--- src/rtl/gpio_mw_pkg.sv ---
package gpio_mw_pkg;

    localparam int PIN_COUNT    = 8;
    localparam int BUS_ADDR_W   = 12;
    localparam int DIR_BYTE_OFF = 'h400;
    localparam int SYNC_DEPTH   = 2;

    typedef enum logic [1:0] {
        REGION_NONE = 2'd0,
        REGION_DATA = 2'd1,
        REGION_DIR  = 2'd2
    } region_e;

    function automatic region_e classify(input logic aligned,
                                         input logic in_window,
                                         input logic at_dir);
        if (!aligned)       return REGION_NONE;
        else if (in_window) return REGION_DATA;
        else if (at_dir)    return REGION_DIR;
        else                return REGION_NONE;
    endfunction

endpackage

--- src/rtl/gpio_in_sync.sv ---
module gpio_in_sync #(
    parameter int WIDTH  = 8,
    parameter int STAGES = 2
) (
    input  logic             clk,
    input  logic             rst,
    input  logic [WIDTH-1:0] raw,
    output logic [WIDTH-1:0] synced
);
    logic [WIDTH-1:0] stage_q [STAGES];

    for (genvar s = 0; s < STAGES; s++) begin : g_stage
        always_ff @(posedge clk) begin
            if (rst)
                stage_q[s] <= '0;
            else if (s == 0)
                stage_q[s] <= raw;
            else
                stage_q[s] <= stage_q[(s == 0) ? 0 : s - 1];
        end
    end

    assign synced = stage_q[STAGES-1];
endmodule

--- src/rtl/gpio_addr_decode.sv ---
module gpio_addr_decode
    import gpio_mw_pkg::*;
#(
    parameter int PINS       = 8,
    parameter int ADDR_W     = 12,
    parameter int DIR_OFFSET = 'h400
) (
    input  logic [ADDR_W-1:0] addr,
    output region_e           region,
    output logic [PINS-1:0]   mask
);
    localparam int MASK_LSB = 2;
    localparam int MASK_MSB = MASK_LSB + PINS - 1;
    localparam logic [ADDR_W-1:0] DIR_ADDR = ADDR_W'(DIR_OFFSET);

    logic aligned, in_window, at_dir;

    assign aligned   = (addr[MASK_LSB-1:0] == '0);
    assign in_window = (addr[ADDR_W-1:MASK_MSB+1] == '0);
    assign at_dir    = (addr[ADDR_W-1:MASK_LSB] == DIR_ADDR[ADDR_W-1:MASK_LSB]);
    assign mask      = addr[MASK_MSB:MASK_LSB];
    assign region    = classify(aligned, in_window, at_dir);
endmodule

--- src/rtl/gpio_pin_regs.sv ---
module gpio_pin_regs #(
    parameter int PINS = 8
) (
    input  logic            clk,
    input  logic            rst,
    input  logic            data_wr,
    input  logic            dir_wr,
    input  logic [PINS-1:0] mask,
    input  logic [PINS-1:0] wdata,
    output logic [PINS-1:0] out_q,
    output logic [PINS-1:0] dir_q
);
    for (genvar n = 0; n < PINS; n++) begin : g_pin
        always_ff @(posedge clk) begin
            if (rst)
                out_q[n] <= 1'b0;
            else if (data_wr && mask[n])
                out_q[n] <= wdata[n];
        end

        always_ff @(posedge clk) begin
            if (rst)
                dir_q[n] <= 1'b0;
            else if (dir_wr)
                dir_q[n] <= wdata[n];
        end
    end
endmodule

--- src/rtl/gpio_mask_port.sv ---
module gpio_mask_port
    import gpio_mw_pkg::*;
#(
    parameter int PINS       = gpio_mw_pkg::PIN_COUNT,
    parameter int ADDR_W     = gpio_mw_pkg::BUS_ADDR_W,
    parameter int DIR_OFFSET = gpio_mw_pkg::DIR_BYTE_OFF
) (
    input  logic              clk,
    input  logic              rst,
    input  logic              bus_sel,
    input  logic              bus_we,
    input  logic [ADDR_W-1:0] bus_addr,
    input  logic [PINS-1:0]   bus_wdata,
    output logic [PINS-1:0]   bus_rdata,
    input  logic [PINS-1:0]   pad_in,
    output logic [PINS-1:0]   pad_oe,
    output logic [PINS-1:0]   pad_out
);
    region_e         region;
    logic [PINS-1:0] mask;
    logic [PINS-1:0] out_q, dir_q, pin_sync, pin_view;
    logic            wr_strobe;

    gpio_addr_decode #(
        .PINS(PINS), .ADDR_W(ADDR_W), .DIR_OFFSET(DIR_OFFSET)
    ) u_decode (
        .addr   (bus_addr),
        .region (region),
        .mask   (mask)
    );

    assign wr_strobe = bus_sel && bus_we;

    gpio_pin_regs #(.PINS(PINS)) u_regs (
        .clk     (clk),
        .rst     (rst),
        .data_wr (wr_strobe && (region == REGION_DATA)),
        .dir_wr  (wr_strobe && (region == REGION_DIR)),
        .mask    (mask),
        .wdata   (bus_wdata),
        .out_q   (out_q),
        .dir_q   (dir_q)
    );

    gpio_in_sync #(.WIDTH(PINS), .STAGES(SYNC_DEPTH)) u_sync (
        .clk    (clk),
        .rst    (rst),
        .raw    (pad_in),
        .synced (pin_sync)
    );

    // Output pins reflect what is driven; input pins reflect the pad.
    assign pin_view = (dir_q & out_q) | (~dir_q & pin_sync);

    always_comb begin
        bus_rdata = '0;
        if (bus_sel) begin
            unique case (region)
                REGION_DATA: bus_rdata = pin_view & mask;
                REGION_DIR:  bus_rdata = dir_q;
                default:     bus_rdata = '0;
            endcase
        end
    end

    assign pad_oe  = dir_q;
    assign pad_out = out_q;
endmodule

--- config.mk ---
export PLATFORM = sky130hd
export DESIGN_NAME = gpio_mask_port
export DESIGN_NICKNAME = d
export VERILOG_FILES = /design/src/rtl/gpio_mw_pkg.sv /design/src/rtl/gpio_in_sync.sv /design/src/rtl/gpio_addr_decode.sv /design/src/rtl/gpio_pin_regs.sv /design/src/rtl/gpio_mask_port.sv
export SDC_FILE = /design/constraint.sdc
export NUM_CORES = 1
export LEC_CHECK = 0
export BUFFER_PORTS_ARGS = -buffer_cell sky130_fd_sc_hd__buf_4
export CORE_MARGIN = 5
export CORE_UTILIZATION = 48
export DETAILED_ROUTE_END_ITERATION = 8
export HOLD_SLACK_MARGIN = 0.03
export PLACE_DENSITY = 0.79
export SKIP_CTS_REPAIR_TIMING = 1
export SLEW_MARGIN = 20
export SYNTH_ARGS = -nofsm -noshare
export SYNTH_HDL_FRONTEND = slang
export SYNTH_HIERARCHICAL = 1
export SYNTH_SLANG_ARGS = --single-unit
--- constraint.sdc ---
create_clock -name clk -period 2.1 [get_ports clk]
set_input_delay 0.105 -clock clk [delete_from_list [all_inputs] [get_ports clk]]
set_output_delay 0.105 -clock clk [all_outputs]
set_load 0.01 [all_outputs]
# Yosys cells after proc, flatten, opt, wreduce, memory -nomap -nowiden
# Memories as Yosys holds them, arrays and structs flattened.
# Index checks and enable logic that the tools add are counted.
[totals]
mem_bits_rw = 16
output_inout_bits = 24
mem_count = 1
regBits = 16
[op_classes]
reduce_logical = 13
bitwise = 7
n_mux = 10
eq_ne = 3
[memory_table]
columns = ["memory", "words", "width", "read_ports", "rd_ports_with_merged_regs", "write_ports", "line_no", "source"]
rows = [
  ["u_sync.stage_q", 2, 8, 2, 0, 2, "gpio_in_sync.sv:10", "logic [WIDTH-1:0] stage_q [STAGES];"],
]
[op_table]
columns = ["op", "count"]
rows = [
  ["$and 8x8->8", 3],
  ["$mux 8", 3],
  ["$pmux 8 s2", 1],
  ["$logic_and 1x1->1", 11],
  ["$eq 10x9->1 const B", 1],
  ["$not 8->8", 1],
  ["$or 8x8->8", 1],
  ["$mux 2", 3],
  ["$logic_not 2->1", 2],
  ["$mux 1", 3],
  ["$eq 2x1->1 const B", 1],
  ["$eq 2x2->1 const B", 1],
  ["$or 1x1->1", 2],
]

# Depth between registers and ports, before layout
[depth]
ltp_word = 7
depth_mapped = 10

# Modules after synthesis
# Netlist, hierarchy kept.
[by_module_without_submodules]
columns = ["mod", "seq_area_each_um2", "cells_each", "area_per_inst_um2", "instances"]
rows = [
  ["gpio_pin_regs", 320.3, 61, 636.9, 1],
  ["gpio_in_sync", 320.3, 33, 464.2, 1],
  ["gpio_mask_port", 0.0, 36, 259.0, 1],
  ["gpio_addr_decode", 0.0, 14, 97.6, 1],
]

# Worst setup path after synthesis
# No wires, ideal clock.
[synth_path]
path_type = "input-to-reg"
start = "input port bus_addr[4]"
end = "register u_regs.out_q[2]"
cell_stages = 10
arrival_time_ps = 1613
slack_ps = 421
setup_ps = 66
path_cell_list = "nor4b_1 > and4_1 > inv_1 > ha_1 > buf_4 > and3_1 > buf_6 > buf_6 > a21bo_1 > a21oi_2"
[synth_via]
elab_chain_len = 7
[synth_rtl]
columns = ["element", "line_no", "source"]
rows = [
  ["start, declared", "gpio_mask_port.sv:12", "input logic [ADDR_W-1:0] bus_addr,"],
  ["$eq 10x9->1", "gpio_addr_decode.sv:20", "assign at_dir = (addr[ADDR_W-1:MASK_LSB] == DIR_ADDR[ADDR_W-1:MASK_LSB]);"],
  ["$mux 2", "gpio_mw_pkg.sv:19", "else if (at_dir) return REGION_DIR;"],
  ["$mux 2", "gpio_mw_pkg.sv:18", "else if (in_window) return REGION_DATA;"],
  ["$mux 2", "gpio_mw_pkg.sv:17", "if (!aligned) return REGION_NONE;"],
  ["net region[1]", "gpio_mask_port.sv:19", "region_e region;"],
  ["$eq 2x1->1", "gpio_mask_port.sv:37", ".data_wr (wr_strobe && (region == REGION_DATA)),"],
  ["$logic_and 1x1->1", "gpio_mask_port.sv:37", ""],
  ["$logic_and 1x1->1", "gpio_pin_regs.sv:17", "else if (data_wr && mask[n])"],
  ["end signal, assigned by index", "gpio_pin_regs.sv:18", "out_q[n] <= wdata[n];"],
  ["end, declared", "gpio_pin_regs.sv:10", "output logic [PINS-1:0] out_q,"],
]
# The timed path passes the listed nets, and every way through them passes these cells.
# A chain may end at the register's enable or synchronous reset.

# Worst setup path after layout
[layout_path]
start = "input port bus_addr[4]"
end = "output port bus_rdata[1]"
[layout_via]
elab_chain_len = 7
elab_cells_between_ends = 8
[layout_rtl]
columns = ["element", "line_no", "source"]
rows = [
  ["$eq 10x9->1 (*)", "gpio_addr_decode.sv:20", ""],
  ["$mux 2 (*)", "gpio_mw_pkg.sv:19", ""],
  ["$mux 2 (*)", "gpio_mw_pkg.sv:18", ""],
  ["$mux 2 (*)", "gpio_mw_pkg.sv:17", ""],
  ["net region[1]", "gpio_mask_port.sv:19", ""],
  ["$eq 2x2->1 or $eq 2x1->1 (tied branches)", "gpio_mask_port.sv:58", "unique case (region)"],
  ["$pmux 8 s2 (*)", "gpio_mask_port.sv:58", ""],
  ["$mux 8 (*)", "gpio_mask_port.sv:57", "if (bus_sel) begin"],
  ["end, declared", "gpio_mask_port.sv:14", "output logic [PINS-1:0] bus_rdata,"],
]
# The timed path passes the listed nets; every way through them passes the cells marked *.

==> impl_metrics.json <==
{
  "status": "completed",
  "grt_pass1_vias": 1168,
  "ir_drop_uv": 533,
  "dieArea_sq_mm": 0.00424,
  "rows": 20,
  "final.setup_skew_ns": 0.00214,
  "drt_pass1_iterations": 4,
  "dp_hpwl_mm": 2.47,
  "slew_viol_final": 0,
  "min_path_type": "in -> reg",
  "wire_per_inst_um": 14.3,
  "grt_max_degree": 33,
  "path_class": "in -> out",
  "final_hold_viol_count": 0,
  "syn_inst": 144,
  "dpl-instance-area_sq_mm": 0.00182,
  "tightest_slew_ns": 0.540,
  "max-slew-margin-rel_pct": 64.0,
  "cts.clk_slew.worst_paths_ns": 0.10,
  "via_per_inst": 5.05,
  "design_area_sq_mm": 0.00205,
  "fin_crit_sh_pct": 90.2,
  "initial_core_util_pct": 48.9,
  "power_density_mw_per_mm2": 617,
  "htreeDepth": 2,
  "drive_above_1_share_pct": 42.3,
  "arrival_ns": 1.79,
  "drt_iter0_markers": 125,
  "io_buffers": 55,
  "syn-num-nets": 178,
  "cts_inserted_buffers": 5,
  "overflow": 0,
  "yosysWarnings": 6,
  "nFillCells": 222,
  "synthTopCellsByArea": "dfxtp_1 44%, mux2i_1 5.5%, buf_4 5.2%",
  "ant_nets": 0,
  "final_common_cell": "buf_4",
  "clk-insertion-delay-late_ns": 0.33,
  "syn2layout_area_growth_pct": 40.7,
  "via_count": 1216,
  "cp-end-kind": "output port",
  "gp_congestion": 0.804,
  "antenna_found_initial": 0,
  "cp_max_fo": 8,
  "ys_types": 29,
  "yosysTopAreaCell": "dfxtp_1",
  "cts_root_buf": "clkbuf_4",
  "rsz0062_at_grt": "false",
  "die_h_um": 65.1,
  "final_nets": 241,
  "hold_ws_ns": 0.0292,
  "track_usage_pct": 16.6,
  "core_sq_mm": 0.00298,
  "boundaryPins": 56,
  "synth_seq_cells": 32,
  "fmax_mhz": 528,
  "setup_tns_ns": 0,
  "required_ns": 2.00,
  "setup_viol": 0,
  "synth-seq-area-share_pct": 43.9,
  "cap_violations": 0,
  "yosysTopAreaCellShare_pct": 43.9,
  "num_antenna_cells": 0,
  "drc": 0,
  "cts_tree": "done",
  "grt_pass1_wl_mm": 5.35,
  "ff2ff_setup_slack_ns": 1.29,
  "die_width_um": 65.1,
  "syn_area_sq_mm": 0.00146,
  "leakagePower_uw": 0.000881,
  "final.min_clock_period_ns": 1.89,
  "wl_mm": 3.45,
  "avgSynthCellArea_sq_um": 10.1,
  "final_cell_mix": "59 x buf_4, 32 x dfxtp_1, 15 x nor2_1",
  "clock_path_buffers": 2,
  "start_kind": "primary input",
  "cts.sinks": 32
}
-- worst max-delay path: stages --
cell	delay (ns)
buf_4	0.13
nor4b_1	0.32
and4_1	0.26
ha_1	0.23
nand2b_1	0.30
a311oi_1	0.28
buf_4	0.17
-- cells by family after synthesis --
group | Yosys count | share of synthesized area [%]
flip-flops | 32 | 43.9
multiplexers | 14 | 10.1
buffers and inverters | 20 | 9.44
adder cells (fa/ha/maj) | 2 | 1.72
AO/OA/AOI/OAI | 26 | 14.1
AND/OR/NAND/NOR | 50 | 20.7
-- synthesized netlist by cell type --
master    count
nand3_1       9
o21ai_0       1
mux2i_1       8
inv_1         3
nand4b_1      1
clkbuf_1      2
nor2b_2       7
and2b_2       6
a32oi_1       6
buf_2         2
nor4_1        1
and3_1        3
nor2b_1       3
a21bo_2       6
nor3_1        2
nor2_1       15
a31oi_1       1
a21oi_1       7
buf_4        10
dfxtp_1      32
mux2_1        6
buf_6         3
ha_1          2
nor4b_1       1
a21oi_2       2
and4_1        1
a21bo_1       2
a311oi_1      1
nand2b_1      1
-- per-stage QoR --
| step | utilization, % | setup WS (ns) | cells | total power, uW |
|---|---|---|---|---|
| 4_1_cts | 64.2 | 0.228 | 227 | 1250 |
| 3_3_place_gp | 61.0 | 0.288 | 219 | 730 |
| 5_1_grt | 68.9 | 0.0520 | 241 | 1320 |
| 2_1_floorplan | - | 0.421 | 144 | 687 |
| 6_report | 68.9 | 0.206 | 241 | 1270 |
| 3_5_place_dp | 61.0 | 0.154 | 219 | 733 |
-- area by class of cell --
cell class | instances | area (sq um) | share of cell area (%)
Tap cell | 33 | 41.3 | 2.01
Inverter | 3 | 11.3 | 0.549
Clock inverter | 1 | 30.0 | 1.46
Timing Repair Buffer | 73 | 583 | 28.4
Clock buffer | 7 | 65.1 | 3.17
Sequential cell | 32 | 641 | 31.2
Multi-Input combinational cell | 92 | 679 | 33.1
-- registers in the layout, indices dropped and copies added (netlist names) --
signal	cells
u_regs/out_q	8
u_regs/dir_q	8
u_sync/stage_q	16
-- where the power goes --
part | internal (uW) | switching (uW) | total [uW]
clock | 316 | 210 | 526
combinational | 72.4 | 42.7 | 115
sequential | 621 | 3.77 | 625
-- routing by layer --
layer | vias to the layer above | GRT usage [%] | part of all wire [%]
li1 | 619 | - | -
met1 | 547 | 19.7 | 43
met2 | 47 | 25.3 | 47
met4 | 0 | 5.70 | 0.84
met3 | 3 | 9.23 | 9.4
met5 | - | 0 | 0
-- final timing paths --
check                                    end                             from  depth (start not counted)
min             u_regs/dir_q[3]$_SDFFE_PP0P_                     bus_wdata[3]                          3
max                             bus_rdata[1]                      bus_addr[4]                          7
min reg2reg  u_sync/stage_q[1][2]$_SDFF_PP0_  u_sync/stage_q[0][2]$_SDFF_PP0_                          1
max reg2reg     u_regs/out_q[2]$_SDFFE_PP0P_     u_regs/out_q[2]$_SDFFE_PP0P_                          2
(Power assumes the default switching activity.)
